[src/rtl/pwm_pkg.sv]
package pwm_pkg;

    parameter int unsigned PWM_W     = 16;
    parameter int unsigned PRE_TAPS  = 8;
    parameter int unsigned PRE_SEL_W = $clog2(PRE_TAPS);

    typedef struct packed {
        logic [PWM_W-1:0] period;
        logic [PWM_W-1:0] width;
    } pwm_cfg_t;

    typedef enum logic [1:0] {
        EV_IDLE  = 2'd0,
        EV_START = 2'd1,
        EV_WRAP  = 2'd2,
        EV_STEP  = 2'd3
    } pwm_event_e;

    function automatic logic drive_level(input logic [PWM_W-1:0] cnt,
                                         input pwm_cfg_t cfg);
        if (cfg.width == '0)
            return 1'b0;
        if (cfg.width >= cfg.period)
            return 1'b1;
        return (cnt < cfg.width);
    endfunction

endpackage

[src/rtl/pwm_prescaler.sv]
module pwm_prescaler
    import pwm_pkg::*;
#(
    parameter int unsigned TAPS  = PRE_TAPS,
    parameter int unsigned SEL_W = PRE_SEL_W
) (
    input  logic             clk,
    input  logic             rst,
    input  logic             run,
    input  logic [SEL_W-1:0] sel,
    output logic             tick
);

    logic [TAPS-1:0] div_q;
    logic [TAPS-1:0] tap_hit;

    always_ff @(posedge clk) begin
        if (rst || !run)
            div_q <= '0;
        else
            div_q <= div_q + 1'b1;
    end

    for (genvar i = 0; i < TAPS; i++) begin : g_tap
        assign tap_hit[i] = &div_q[i:0];
    end

    assign tick = run & tap_hit[sel];

    // every tap divides by at least two
    a_r3_tick_gap: assert property (@(posedge clk) disable iff (rst)
        tick |=> !tick);

endmodule

[src/rtl/pwm_timebase.sv]
module pwm_timebase
    import pwm_pkg::*;
#(
    parameter int unsigned W = PWM_W
) (
    input  logic         clk,
    input  logic         rst,
    input  logic         enable,
    input  logic         tick,
    input  pwm_cfg_t     next_cfg,
    output logic [W-1:0] cnt,
    output pwm_cfg_t     act_cfg,
    output logic         run_q,
    output logic         done
);

    pwm_event_e ev;
    logic       at_end;

    assign at_end = (cnt == act_cfg.period);

    always_comb begin
        if (!enable)
            ev = EV_IDLE;
        else if (!run_q)
            ev = EV_START;
        else if (tick && at_end)
            ev = EV_WRAP;
        else if (tick)
            ev = EV_STEP;
        else
            ev = EV_IDLE;
    end

    always_ff @(posedge clk) begin
        if (rst) begin
            run_q   <= 1'b0;
            cnt     <= '0;
            act_cfg <= '0;
            done    <= 1'b0;
        end else begin
            run_q <= enable;
            done  <= (ev == EV_WRAP);
            case (ev)
                EV_START, EV_WRAP: begin
                    cnt     <= '0;
                    act_cfg <= next_cfg;
                end
                EV_STEP:  cnt <= cnt + 1'b1;
                default: begin
                    if (!enable)
                        cnt <= '0;
                end
            endcase
        end
    end

    a_r4_count_bound: assert property (@(posedge clk) disable iff (rst)
        run_q |-> (cnt <= act_cfg.period));

    a_r3_hold_between_ticks: assert property (@(posedge clk) disable iff (rst)
        (run_q && enable && !tick) |=> $stable(cnt));

    a_r9_single_pulse: assert property (@(posedge clk) disable iff (rst)
        done |=> !done);

    a_r9_done_at_zero: assert property (@(posedge clk) disable iff (rst)
        done |-> (cnt == '0));

endmodule

[src/rtl/pwm_outstage.sv]
module pwm_outstage
    import pwm_pkg::*;
#(
    parameter int unsigned W = PWM_W
) (
    input  logic         run,
    input  logic         pol,
    input  logic [W-1:0] cnt,
    input  pwm_cfg_t     cfg,
    output logic         pin
);

    logic level;

    always_comb begin
        level = drive_level(cnt, cfg);
        pin   = run ? (level ^ pol) : pol;
    end

endmodule

[src/rtl/pwm_chan.sv]
module pwm_chan
    import pwm_pkg::*;
#(
    parameter int unsigned W     = PWM_W,
    parameter int unsigned TAPS  = PRE_TAPS,
    parameter int unsigned SEL_W = PRE_SEL_W
) (
    input  logic             clk,
    input  logic             rst,
    input  logic             enable,
    input  logic             polarity,
    input  logic [SEL_W-1:0] clk_sel,
    input  logic [W-1:0]     next_period,
    input  logic [W-1:0]     next_width,
    output logic             period_done,
    output logic             pwm_pin
);

    logic         tick;
    logic         run_q;
    logic [W-1:0] cnt;
    pwm_cfg_t     next_cfg;
    pwm_cfg_t     act_cfg;

    assign next_cfg.period = next_period;
    assign next_cfg.width  = next_width;

    pwm_prescaler #(.TAPS(TAPS), .SEL_W(SEL_W)) u_pre (
        .clk  (clk),
        .rst  (rst),
        .run  (enable),
        .sel  (clk_sel),
        .tick (tick)
    );

    pwm_timebase #(.W(W)) u_tb (
        .clk      (clk),
        .rst      (rst),
        .enable   (enable),
        .tick     (tick),
        .next_cfg (next_cfg),
        .cnt      (cnt),
        .act_cfg  (act_cfg),
        .run_q    (run_q),
        .done     (period_done)
    );

    pwm_outstage #(.W(W)) u_out (
        .run (run_q),
        .pol (polarity),
        .cnt (cnt),
        .cfg (act_cfg),
        .pin (pwm_pin)
    );

    a_r1_disabled_pin: assert property (@(posedge clk) disable iff (rst)
        !enable |=> (pwm_pin == polarity) && !period_done);

    a_r6_zero_width: assert property (@(posedge clk) disable iff (rst)
        (run_q && act_cfg.width == '0) |-> (pwm_pin == polarity));

endmodule

[config.mk]
export PLATFORM = sky130hd
export DESIGN_NAME = pwm_chan
export DESIGN_NICKNAME = d
export VERILOG_FILES = /design/src/rtl/pwm_pkg.sv /design/src/rtl/pwm_prescaler.sv /design/src/rtl/pwm_timebase.sv /design/src/rtl/pwm_outstage.sv /design/src/rtl/pwm_chan.sv
export SDC_FILE = /design/constraint.sdc
export NUM_CORES = 1
export LEC_CHECK = 0
export ABC_AREA = 0
export BUFFER_PORTS_ARGS = -buffer_cell sky130_fd_sc_hd__buf_2
export CORE_ASPECT_RATIO = 0.5
export CORE_MARGIN = 1.5
export CORE_UTILIZATION = 50
export CTS_CLUSTER_DIAMETER = 150
export DETAILED_ROUTE_END_ITERATION = 8
export HOLD_SLACK_MARGIN = 0.12
export PLACE_DENSITY = 0.7
export SLEW_MARGIN = 20
export SYNTH_ARGS = -nofsm -noshare
export SYNTH_HDL_FRONTEND = slang
export SYNTH_SLANG_ARGS = --single-unit
[constraint.sdc]
create_clock -name clk -period 8.7 [get_ports clk]
set_input_delay 0.435 -clock clk [delete_from_list [all_inputs] [get_ports clk]]
set_output_delay 0.435 -clock clk [all_outputs]
set_load 0.02 [all_outputs]
Yosys cells after proc, flatten, opt, wreduce, memory -nomap -nowiden:

Index checks and enable logic that the tools add are counted.
Widths: inputs -> output; s select.

* bitwise logic cells: 2
* muxes and demuxes: 16
* add/sub/neg operators: 2
* reduce and logical (&&, ||, !) cells: 12
* magnitude comparators: 3
* equality and inequality tests: 5

Operator list (count)
* $pmux 16 s2: 1
* $add 16x1->16 const B: 1
* $eq 16x16->1: 1
* $ge 16x16->1: 1
* $logic_not 16->1: 1
* $lt 16x16->1: 1
* $mux 16: 1
* $mux 1: 9
* $add 8x1->8 const B: 1
* $mux 2: 4
* $reduce_and 8->1: 1
* $reduce_and 7->1: 1
* $reduce_and 6->1: 1
* $reduce_and 5->1: 1
* $eq 2x2->1 const B: 2
* $lt 3x4->1 const B: 1
* $reduce_and 4->1: 1
* $bmux 1 s3: 1
* $ne 3x1->1 const B: 1
* $reduce_and 3->1: 1
* $eq 2x1->1 const B: 1
* $reduce_and 2->1: 1
* $reduce_or 2->1: 1
* $and 1x1->1: 1
* 4 further kinds: 4

* bits in registers: 58
* output and inout bits: 2

Depth between registers and ports, before layout:

Gate-level depths: netlist of the first run.

* depth in word-level cells: 11
* depth in mapped cells: 15

By module:

Synthesis of the first run repeated with hierarchy kept, for this count alone.

* cells, all modules: 386
* area, all modules: 3353.2 um2

Modules (own cells, without submodules)
* pwm_timebase: seq. area each 1001.0 um2, instances 1, cells an instance 222, area each 2132.0 um2
* pwm_outstage: seq. area each 0.0 um2, instances 1, cells an instance 119, area each 818.3 um2
* pwm_prescaler: seq. area each 160.2 um2, instances 1, cells an instance 45, area each 402.9 um2

Least setup slack after synthesis of the first run:

No wires, ideal clock.

* path kind: flip-flop to flip-flop
* start point: reg u_pre.div_q[0]
* end point: reg u_tb.cnt[13]
* setup slack: 5.877 ns
* arrival: 2.737 ns
* path buffers: 1
* stages on the path, launching flop included: 13
* required time: 8.614 ns
* clock period less this slack: 2.823 ns
* cells stage by stage: dfxtp_1 > ha_1 > ha_1 > a211oi_1 > a21oi_1 > o211ai_1 > o21ai_1 > and2_1 > ha_1 > clkbuf_1 > nor3b_1 > a211oi_1 > a211oi_1

* longest elaborated chain between the ends: 11
* elaborated cells between the ends (all ways): 21
* those cells by class: 4 x eq/ne; 7 x mux; 1 x bitwise; 9 x reduce/logical

RTL lines
* start, declared: RTL line pwm_prescaler.sv:14 `logic [TAPS-1:0] div_q;`
* start signal, assigned: RTL line pwm_prescaler.sv:21 `div_q <= div_q + 1'b1;`
* $reduce_and 8->1, or another cell as far along: RTL line pwm_prescaler.sv:25 `assign tap_hit[i] = &div_q[i:0];`
* $bmux 1 s3 *: RTL line pwm_prescaler.sv:28 `assign tick = run & tap_hit[sel];`
* $mux 1 (implied by the code) *: RTL line pwm_prescaler.sv:28
* $and 1x1->1 *: RTL line pwm_prescaler.sv:28
* $mux 2 / $logic_and 1x1->1 (equally long branches): RTL line pwm_timebase.sv:29, pwm_timebase.sv:27
* $mux 2 *: RTL line pwm_timebase.sv:27 `else if (tick && at_end)`
* $mux 2 *: RTL line pwm_timebase.sv:25 `else if (!run_q)`
* $mux 2 *: RTL line pwm_timebase.sv:23 `if (!enable)`
* $eq 2x1->1 / $eq 2x2->1 (equally long branches): RTL line pwm_timebase.sv:44 `case (ev)`
* $reduce_or 2->1
* $pmux 16 s2 / $ne 3x1->1 (equally long branches)
* end signal, assigned: RTL line pwm_timebase.sv:49 `EV_STEP: cnt <= cnt + 1'b1;`
* end, declared: RTL line pwm_timebase.sv:11 `output logic [W-1:0] cnt,`

Every way passes the cells marked *; elsewhere a longest branch is shown, timed or not. The select of a mux whose other input is x is not followed.
A chain may end at the register's enable or synchronous reset.

Worst setup path after layout of the first run:

* start point: reg u_pre.div_q[0]
* end point: reg u_tb.cnt[11]

Same word-level chain as after synthesis.

==> flow_metrics.py, run 1 <==
metrics = {
    "pwr": {
        "power_frac_seq": 0.414,
        "switchingPower_mw": 0.1817,
        "p_per_area_nw_per_um2": 176.4,
        "switching_share": 0.2590,
        "irDropWorstVdd_v": 0.0001163,
        "clockPowerShare": 0.450,
        "p_leak_nw": 1.675,
        "power_frac_comb": 0.136,
        "p_int_mw": 0.5200,
    },
    "route": {
        "post_drt_wl_per_cell_um": 14.08,
        "drt_iter0_markers": 264,
        "routed_via_density": 5.316,
        "drc_errors": 0,
        "drt-total-wl_mm": 7.478,
        "ant_nets": 0,
        "vias": 2823,
        "first_pass_iters": 4,
    },
    "die": {
        "die_h_um": 61.61,
        "start_util": 0.5146,
        "coreArea_sq_um": 6674,
        "design.die.area_sq_um": 7406,
        "pin_count": 41,
        "rows": 21,
        "die_x_um": 120.2,
    },
    "global_routing": {
        "grt_pass1_wl_mm": 12.30,
        "grt_pass1_vias": 2545,
        "grt.overflow.total": 0,
        "grt_usage": 0.2226,
        "grt_max_degree": 51,
        "grt_antenna_before_repair": 0,
    },
    "sta": {
        "fin_ws_ps": 5271,
        "layout_min_cycle_time_ps": 3429,
        "final_hold_viol_count": 0,
        "hold_ws_ps": 339.2,
        "slew_violations": 0,
        "rsz0062_at_grt": "false",
        "setup_tns_ps": 0,
        "worstMarginPinSlew_ps": 993.8,
        "period_share": 0.3942,
        "slew_headroom": 0.3375,
        "clock_skew_ps": 4.976,
        "setup_viol": 0,
        "fmax_ghz": 0.2916,
    },
    "setup_path": {
        "crit_required_ps": 8880,
        "r2r_setup_slack_ps": 5270,
        "worst_setup_path_end_kind": "register",
        "arrival_ps": 3610,
        "crit_path_start_kind": "register",
        "timing.rr.end": "u_tb.cnt[11]",
        "crit_type": "reg -> reg",
        "crit_fanout": 34,
        "reg2reg_from": "u_pre.div_q[0]",
        "r2r_cells": 12,
    },
    "cts": {
        "cts_tree": "yes",
        "clock-sinks": 58,
        "clock_path_buffers": 2,
        "ctsResizeCount": 0,
        "hold_buffers": 0,
        "postCtsSetupBuffers": 0,
        "numCtsBuffers": 9,
        "clockRootBuffer": "clkbuf_16",
        "clkLatencyLatePin_ps": 330,
        "h-tree-depth": 3,
        "path_clk_slew_ps": 50,
    },
    "placement": {
        "place_congestion": 0.8378,
        "hpwl_mm": 5.408,
        "pre_cts_slack_ps": 5020,
        "dpl.cell_count": 515,
        "numPortBuffers": 40,
        "postPlaceCellArea_sq_um": 3702,
    },
    "run": {
        "drv_cap": 0,
    },
    "synthesis": {
        "synth-main-ff-cell": "dfxtp_1",
        "ys_types": 48,
        "synth.most_common_cell": "dfxtp_1",
        "syn_area_per_cell_sq_um": 8.673,
        "syn_nets": 472,
        "yosys-top-cells-area": "dfxtp_1 34%, ha_1 13%, mux2i_1 9.9%, nor2_1 5.7%, xnor2_1 4.1%",
        "ys_warn_count": 0,
        "synthArstFlopShare": 0,
        "syn_inst": 396,
        "synth_edf_count": 0,
        "seq_area_frac_synth": 0.3381,
        "yosysTopAreaCell": "dfxtp_1",
        "yosys_register_bits": 58,
        "synth_top_area_share": 0.3381,
        "synth_area_sq_um": 3435,
        "synth_common_cells": "58 x dfxtp_1, 52 x nor2_1, 37 x ha_1",
    },
    "min_path": {
        "whs_path_depth": 3,
        "holdCritPathClass": "in -> reg",
        "min-delay-start": "next_period[15]",
        "holdPathEnd": "u_tb.act_cfg[31]",
    },
    "status": {
        "status": "finished, final reports clean",
    },
    "final_layout": {
        "final_cell_count_no_fill": 531,
        "final_area_sq_um": 3979,
        "antenna_cells": 0,
        "area_delta_synth_final_pct": 15.85,
        "nNetsFinal": 510,
        "drive_above_1_share": 0.1526,
    },
}
-- worst max path at each step --
stage	start	endpoint	slack, ps	cells after the start
3_3_place_gp	u_pre.div_q[0]	u_tb.cnt[2]	5120	11
5_1_grt	u_pre.div_q[0]	u_tb.cnt[11]	4860	12
2_1_floorplan	u_pre.div_q[0]	u_tb.cnt[13]	5880	12
6_report	u_pre.div_q[0]	u_tb.cnt[11]	5270	12
3_5_place_dp	u_pre.div_q[0]	u_tb.cnt[4]	5020	12
4_1_cts	u_pre.div_q[0]	u_tb.cnt[15]	4980	11
-- cell type report --
| class | count | area (sq um) |
|---|---|---|
| fillers | 623 | 2695 |
| multi-input cells | 288 | 2092 |
| flip-flops and latches | 58 | 1161 |
| clock buffers | 10 | 239.0 |
| repair buffers | 40 | 200.2 |
| inverters | 37 | 138.9 |
| well taps | 92 | 115.1 |
| clock inverters | 6 | 32.53 |
-- logic make-up after synthesis --
group | synth area share
adder cells (fa/ha/maj) | 0.1348
buffers and inverters | 0.05501
multiplexers | 0.09909
flip-flops | 0.3381
AND/OR/NAND/NOR | 0.2011
AO/OA/AOI/OAI | 0.1210
XOR/XNOR | 0.05100
-- cells in the final DEF, fill, tap and decap left out, types with 4 or more instances in the layout --
cell / instances
dfxtp_1: 58
nor2_1: 52
buf_2: 40
inv_1: 36
ha_1: 36
mux2i_1: 34
a21oi_1: 19
nand2_1: 18
xnor2_1: 16
o21ai_0: 12
nand4_1: 10
nand3_1: 9
clkbuf_16: 9
nor4_1: 6
nand3b_1: 6
and2_1: 5
nor2b_1: 5
a211oi_1: 5
clkinv_2: 5
o21ai_1: 4
a21o_1: 4
xor2_1: 4
-- through the flow --
step                utilization  power [mW]
finish                   0.5962      0.7017
global route             0.5962      0.7368
CTS                      0.5954      0.7088
detailed placement       0.5547      0.3899
global placement         0.5547      0.3891
floorplan                     -      0.3607
-- power groups by stage --
stage	sequential (mW)	clock, mW	combinational [mW]
floorplan	0.291	0	0.0694
finish	0.290	0.316	0.0955
CTS	0.290	0.323	0.0955
detailed placement	0.296	0	0.0942
global placement	0.296	0	0.0936
global route	0.292	0.335	0.110
-- worst max-delay path, stage by stage, from the launching register on --
cell and delay (ps):
dfxtp_1 330, ha_1 240, ha_1 190, a211oi_1 190, a21oi_1 70, o211ai_1 210, o21ai_1 110, and2_1 180
ha_2 980, nand3b_1 390, o21ai_0 150, a21oi_1 160, nor2_1 50
-- registers in the layout, summed over array words and instances (netlist names) --
name and count:
u_tb.cnt 16, u_tb.run_q 1, u_pre.div_q 8, u_tb.done 1
u_tb.act_cfg 32
-- per-layer routing --
layer	track usage	wire (um)	up-vias
met4	0.07731	105	0
met3	0.08056	381	11
met5	0	0	-
li1	-	-	1469
met2	0.3420	3101	50
met1	0.2954	3890	1293
Power figures use the tool's default switching activity.
==> run 2: changes to the inputs <==
ABC_AREA = 1   (was 0)
clock period = 3.6 ns   (was 8.7 ns; I/O delays follow)
==> run 2 against run 1 <==
  * Cell area rose by 2.3%
  * Total power rose to 2.7 times the previous value
  * Core utilization rose by 1.3 points
  * Flip-flop and latch count did not move
  * Setup slack got worse by 4600 ps
  * Sequential share of layout area fell by 0.65 points
  * Critical path type unchanged
  * Routed wire length rose by 8.9%
  * Via count rose by 14%
  * Combinational power rose to 2.8 times the previous value
  * Largest power group unchanged
  * Sequential power rose by 140%
==> flow_metrics.py, run 2 <==
metrics = {
    "status": {
        "status": "finished, final reports clean",
    },
    "route": {
        "drt_iter0_markers": 186,
        "drc_errors": 0,
        "vias": 3218,
        "post_drt_wl_per_cell_um": 13.33,
        "first_pass_iters": 5,
        "drt-total-wl_mm": 8.144,
        "ant_nets": 0,
        "routed_via_density": 5.267,
    },
    "sta": {
        "setup_viol": 0,
        "fmax_ghz": 0.3376,
        "final_hold_viol_count": 0,
        "slew_headroom": 0.3354,
        "clock_skew_ps": 6.044,
        "rsz0062_at_grt": "false",
        "worstMarginPinSlew_ps": 990.7,
        "slew_violations": 0,
        "setup_tns_ps": 0,
        "period_share": 0.8229,
        "layout_min_cycle_time_ps": 2962,
    },
    "synthesis": {
        "yosys_register_bits": 58,
        "synthArstFlopShare": 0,
        "seq_area_frac_synth": 0.3356,
        "synth.most_common_cell": "nand2_1",
        "synth_common_cells": "84 x nand2_1, 69 x inv_1, 58 x a21oi_1, 58 x dfxtp_1, 45 x o21ai_0",
        "synth_area_sq_um": 3460,
        "ys_warn_count": 0,
        "yosys-top-cells-area": "dfxtp_1 34%, ha_1 13%, nand2_1 9.1%, a21oi_1 8.4%, inv_1 7.5%",
        "ys_types": 38,
        "syn_area_per_cell_sq_um": 7.299,
        "synth-main-ff-cell": "dfxtp_1",
        "yosysTopAreaCell": "dfxtp_1",
        "syn_nets": 550,
        "synth_top_area_share": 0.3356,
        "synth_edf_count": 0,
        "syn_inst": 474,
    },
    "setup_path": {
        "worst_path_dominant_cell_family": "adder cells",
        "cp-startpoint": "u_pre.div_q[0]",
        "timing.rr.end": "u_tb.act_cfg[11]",
        "crit_type": "reg -> reg",
        "r2r_cells": 16,
        "crit_fanout": 31,
        "reg2reg_from": "u_pre.div_q[0]",
        "r2r_setup_slack_ps": 640,
        "arrival_ps": 3170,
        "worstSetupPathDepth": 16,
        "worst_setup_path_end_kind": "register",
        "slowest_delay_ps": 340,
        "critPathCapture": "u_tb.act_cfg[11]",
        "path_cells": "ha_1, ha_1, a21oi_1, o21ai_1, a21oi_1, or2_0, nor2_1, nand2_1, nand2_1, nand2_1, inv_1, ha_1, clkinv_1, buf_4, o21ai_0, a21oi_1",
        "crit_path_start_kind": "register",
        "cp_slowest_cell": "dfxtp_1",
        "path_buf_inv": 3,
        "crit_required_ps": 3810,
    },
    "cts": {
        "path_clk_slew_ps": 50,
        "clock-sinks": 58,
        "clkLatencyLatePin_ps": 340,
        "ctsResizeCount": 0,
        "clock_path_buffers": 2,
        "h-tree-depth": 3,
        "cts_tree": "yes",
        "hold_buffers": 2,
        "postCtsSetupBuffers": 0,
        "clockRootBuffer": "clkbuf_16",
        "numCtsBuffers": 9,
    },
    "final_layout": {
        "reg_top3": "u_tb.act_cfg x32, u_tb.cnt x16, u_pre.div_q x8",
        "largest-register": "u_tb.act_cfg",
        "layout_commonest_cell": "nand2_1",
        "area_delta_synth_final_pct": 17.61,
        "nNetsFinal": 590,
        "n_fill_cell": 635,
        "final_cell_mix": "84 x nand2_1, 68 x inv_1, 58 x a21oi_1, 58 x dfxtp_1, 45 x o21ai_0",
        "largest_register_ffs": 32,
        "final_area_sq_um": 4069,
        "final_core_util": 0.6097,
        "multi_input_area_sq_um": 1961,
        "drive_above_1_share": 0.1522,
        "antenna_cells": 0,
        "regArea_sq_um": 1161,
    },
    "pwr": {
        "p_per_area_nw_per_um2": 465.5,
        "p_int_mw": 1.402,
        "power_frac_comb": 0.142,
        "irDropWorstVdd_v": 0.0002412,
        "report.power.total_mw": 1.894,
        "switching_share": 0.2595,
        "switchingPower_mw": 0.4915,
        "clockPowerShare": 0.486,
        "p_leak_nw": 1.735,
        "power_frac_seq": 0.372,
    },
    "die": {
        "rows": 21,
        "design.die.area_sq_um": 7458,
        "die_h_um": 61.82,
        "pin_count": 41,
        "start_util": 0.5184,
        "die_x_um": 120.6,
        "coreArea_sq_um": 6674,
    },
    "global_routing": {
        "grt.overflow.total": 0,
        "grt_pass1_vias": 2831,
        "grt_antenna_before_repair": 0,
        "grtUsageMet3": 0.07208,
        "grtUsageMet2": 0.3539,
        "grt_usage": 0.2349,
        "gr-usage-met1": 0.3233,
        "busiest_layer": "met2",
        "grt_pass1_wl_mm": 13.25,
        "grt_max_degree": 41,
    },
    "placement": {
        "place_congestion": 0.8637,
        "postPlaceCellArea_sq_um": 3730,
        "hpwl_mm": 5.972,
        "numPortBuffers": 40,
    },
    "min_path": {
        "holdCritPathClass": "in -> reg",
    },
    "run": {
        "drv_cap": 0,
    },
}
[run 2: cell count changes after synthesis, sizes merged, moves of 5 or more]
cell,change
nand2,+68
a21oi,+41
inv,+34
mux2i,-34
o21ai,+32
nor2,-19
nor3,+12
xnor2,-7
and2,-6
nand3b,-6
nor2b,-5
nor4,-5
[run 2: cell families after synthesis]
kind of cell    count (synthesis)  share of synthesized area
simple gates                  158                     0.2137
fa+ha+maj                      37                     0.1338
compound gates                123                     0.1939
xor+xnor                       10                    0.02532
flops                          58                     0.3356
buf+inv                        88                    0.09765
[run 2: routing by layer]
layer	vias to the layer above	wire (um)
met5	-	0
met4	0	111
met3	11	482
met2	84	3437
met1	1468	4113
li1	1655	-
[run 2: worst reg2reg max path: cells and delay by family, from the launching register on]
| family | cells | cell delay, ps |
|---|---|---|
| adder cells (fa/ha/maj) | 3 | 760 |
| AO/OA/AOI/OAI | 5 | 690 |
| buffers and inverters | 3 | 670 |
| AND/OR/NAND/NOR | 5 | 390 |
| flip-flops | 1 | 340 |
[run 2: worst min-delay path by stage]
stage / start / to / slack [ps] / cells after the start
final: next_width[15] / u_tb.act_cfg[15] / 120 / 3
after global placement: next_period[0] / u_tb.act_cfg[16] / 410 / 3
after floorplan: next_period[0] / u_tb.act_cfg[16] / 310 / 2
after CTS: next_width[15] / u_tb.act_cfg[15] / 120 / 3
after global routing: next_width[2] / u_tb.act_cfg[2] / 140 / 3
after detailed placement: next_period[0] / u_tb.act_cfg[16] / 410 / 3
[run 2: power groups by stage]
stage | Clock, mW | Combinational, mW | Sequential [mW]
after floorplan | 0 | 0.186 | 0.709
after global placement | 0 | 0.258 | 0.718
after detailed placement | 0 | 0.263 | 0.717
after CTS | 0.928 | 0.268 | 0.704
after global routing | 0.958 | 0.312 | 0.708
final | 0.921 | 0.269 | 0.705
[run 2: metrics by stage]
| step | std cells | setup WS [ps] | hold WS [ps] |
|---|---|---|---|
| 6_report | 611 | 637.5 | 122.0 |
| 5_1_grt | 611 | 385.4 | 140.0 |
| 4_1_cts | 611 | 674.1 | 122.4 |
| 3_5_place_dp | 593 | 717.4 | 407.5 |
| 3_3_place_gp | 593 | 742.4 | 407.5 |
| 2_1_floorplan | 474 | 1080 | 314.9 |
[run 2: final cells by class]
type,instances,share of cell area
Inverter,72,0.06642
Tap cell,92,0.02829
Multi-Input combinational cell,328,0.4819
Clock buffer,10,0.05873
Timing Repair Buffer,45,0.05966
Sequential cell,58,0.2854
Clock inverter,6,0.01968
==> run 3: changes to the inputs <==
ABC_AREA = 0   (was 1)
clock period = 3 ns   (was 3.6 ns; I/O delays follow)
==> run 3 against run 2 <==
  * Non-clock buffer count rose by 41
  * Largest cell class unchanged
  * Highest routed layer unchanged
  * Via count shrank 6.3%
  * Critical path depth decreased by 4
  * Critical path type unchanged
==> flow_metrics.py, run 3 (synthesized netlist as in run 1, its figures left out) <==
metrics = {
    "pwr": {
        "irDropWorstVdd_v": 0.0003562,
        "p_leak_nw": 1.890,
        "p_per_area_nw_per_um2": 487.0,
    },
    "final_layout": {
        "reg_top3": "u_tb.act_cfg x32, u_tb.cnt x16, u_pre.div_q x8",
        "largest-register": "u_tb.act_cfg",
        "layout_commonest_cell": "dfxtp_1",
        "largest_register_ffs": 32,
        "final_cell_mix": "58 x dfxtp_1, 52 x nor2_1, 40 x buf_2",
        "area_delta_synth_final_pct": 28.89,
        "final_cell_count_no_fill": 576,
        "nNetsFinal": 556,
        "final_core_util": 0.6633,
        "antenna_cells": 0,
        "drive_above_1_share": 0.1591,
    },
    "die": {
        "design.die.area_sq_um": 7406,
        "start_util": 0.5146,
        "pin_count": 41,
        "rows": 21,
        "die_h_um": 61.61,
        "coreArea_sq_um": 6674,
        "die_x_um": 120.2,
    },
    "route": {
        "ant_nets": 0,
        "first_pass_iters": 4,
        "drt-total-wl_mm": 8.172,
        "post_drt_wl_per_cell_um": 14.19,
        "vias": 3016,
        "routed_via_density": 5.236,
        "drc_errors": 0,
        "drt_iter0_markers": 156,
    },
    "sta": {
        "clock_skew_ps": 7.736,
        "final_hold_viol_count": 0,
        "rsz0062_at_grt": "false",
        "period_share": 0.8951,
        "slew_violations": 0,
        "layout_min_cycle_time_ps": 2685,
        "setup_viol": 0,
        "worstMarginPinSlew_ps": 562.0,
        "fmax_ghz": 0.3724,
        "setup_tns_ps": 0,
        "slew_headroom": 0.6156,
    },
    "cts": {
        "cts_tree": "yes",
        "numCtsBuffers": 9,
        "clockRootBuffer": "clkbuf_16",
        "clock_path_buffers": 2,
        "clock-sinks": 58,
        "clkLatencyLatePin_ps": 330,
        "postCtsSetupBuffers": 0,
        "h-tree-depth": 3,
        "path_clk_slew_ps": 50,
    },
    "setup_path": {
        "path_buf_inv": 0,
        "crit_required_ps": 3200,
        "cp_slowest_cell": "ha_2",
        "crit_fanout": 7,
        "path_cells": "ha_1, ha_1, a211oi_1, a21oi_1, o211ai_1, o21ai_1, and2_1, ha_2, nand3b_1, o21ai_0, a21oi_1, nor2_1",
        "worst_path_dominant_cell_family": "compound AO/OA/AOI/OAI gates",
        "slowest_delay_ps": 430,
        "crit_type": "reg -> reg",
        "worst_setup_path_end_kind": "register",
        "arrival_ps": 2890,
        "crit_path_start_kind": "register",
    },
    "global_routing": {
        "grt_usage": 0.2364,
        "grt_antenna_before_repair": 0,
        "grt_pass1_wl_mm": 13.17,
        "grt_pass1_vias": 2744,
        "grt_max_degree": 51,
        "grt.overflow.total": 0,
    },
    "placement": {
        "dpl.cell_count": 529,
        "place_congestion": 0.8083,
        "numPortBuffers": 40,
        "hpwl_mm": 5.676,
    },
    "run": {
        "drv_cap": 0,
    },
    "min_path": {
        "holdCritPathClass": "in -> reg",
    },
    "status": {
        "status": "finished, final reports clean",
    },
}
==> run 3: cell types whose count changed in the layout (fill, tap and decap cells not counted), sizes merged, moves of 19 or more <==
| cell | delta |
|---|---|
| inv | -33 |
| nor2 | +19 |
| nand2 | -68 |
| mux2i | +34 |
| a21oi | -41 |
| dlygate4sd3 | +30 |
| o21ai | -32 |
==> run 3: repair_timing <==
action / 4_1_cts / 5_1_grt
hold buffers: 32 / 0
hold endpoints to repair: 32 / 0
setup endpoints to repair: 0 / 0
gates resized for setup: 0 / 0
==> run 3: worst paths after layout <==
check                    to  depth (start not counted)            from  slack, ps
min reg2reg  u_pre.div_q[0]                          1  u_pre.div_q[0]        470
min          u_pre.div_q[0]                          3          enable        270
max reg2reg    u_tb.cnt[11]                         12  u_pre.div_q[0]        310
max            u_tb.cnt[11]                         12  u_pre.div_q[0]        310
==> run 3: per-stage QoR <==
step	hold slack, ps	setup WS (ps)	total power [mW]	instance area, sq um
floorplan	297.2	177.0	1.046	3435
global placement	381.4	355.3	1.136	3820
detailed placement	391.5	319.1	1.140	3820
CTS	263.8	306.2	2.170	4427
global route	301.9	23.54	2.248	4427
finish	269.1	314.7	2.156	4427
==> run 3: cell type report <==
class	count	area, sq um
Fill cell	591	2247
Multi-Input combinational cell	288	2087
Sequential cell	58	1161
Timing Repair Buffer	86	638.1
Clock buffer	12	246.5
Inverter	37	138.9
Tap cell	92	115.1
Clock inverter	3	40.04
==> run 3: worst reg2reg max path, delay by kind of cell, from the launching register on <==
family | cells | cell delay, ps
compound gates | 6 | 870
fa+ha+maj | 3 | 850
simple gates | 3 | 510
flops | 1 | 330
==> run 3: power breakdown <==
group / internal [mW] / switching [mW] / total, mW / leakage [nW]
clock: 0.656 / 0.338 / 0.994 / 0.142
sequential: 0.805 / 0.0384 / 0.844 / 0.473
combinational: 0.163 / 0.155 / 0.318 / 1.27
total: 1.62 / 0.531 / 2.16 / 1.89
==> run 3: routing by layer <==
metal | wire [um] | track usage | share of wire | vias up
met5 | 0 | 0 | 0 | -
met2 | 3581 | 0.3739 | 0.44 | 61
met1 | 4019 | 0.3138 | 0.49 | 1392
met4 | 56 | 0.07227 | 0.0069 | 0
met3 | 515 | 0.07778 | 0.063 | 5
li1 | - | - | - | 1558
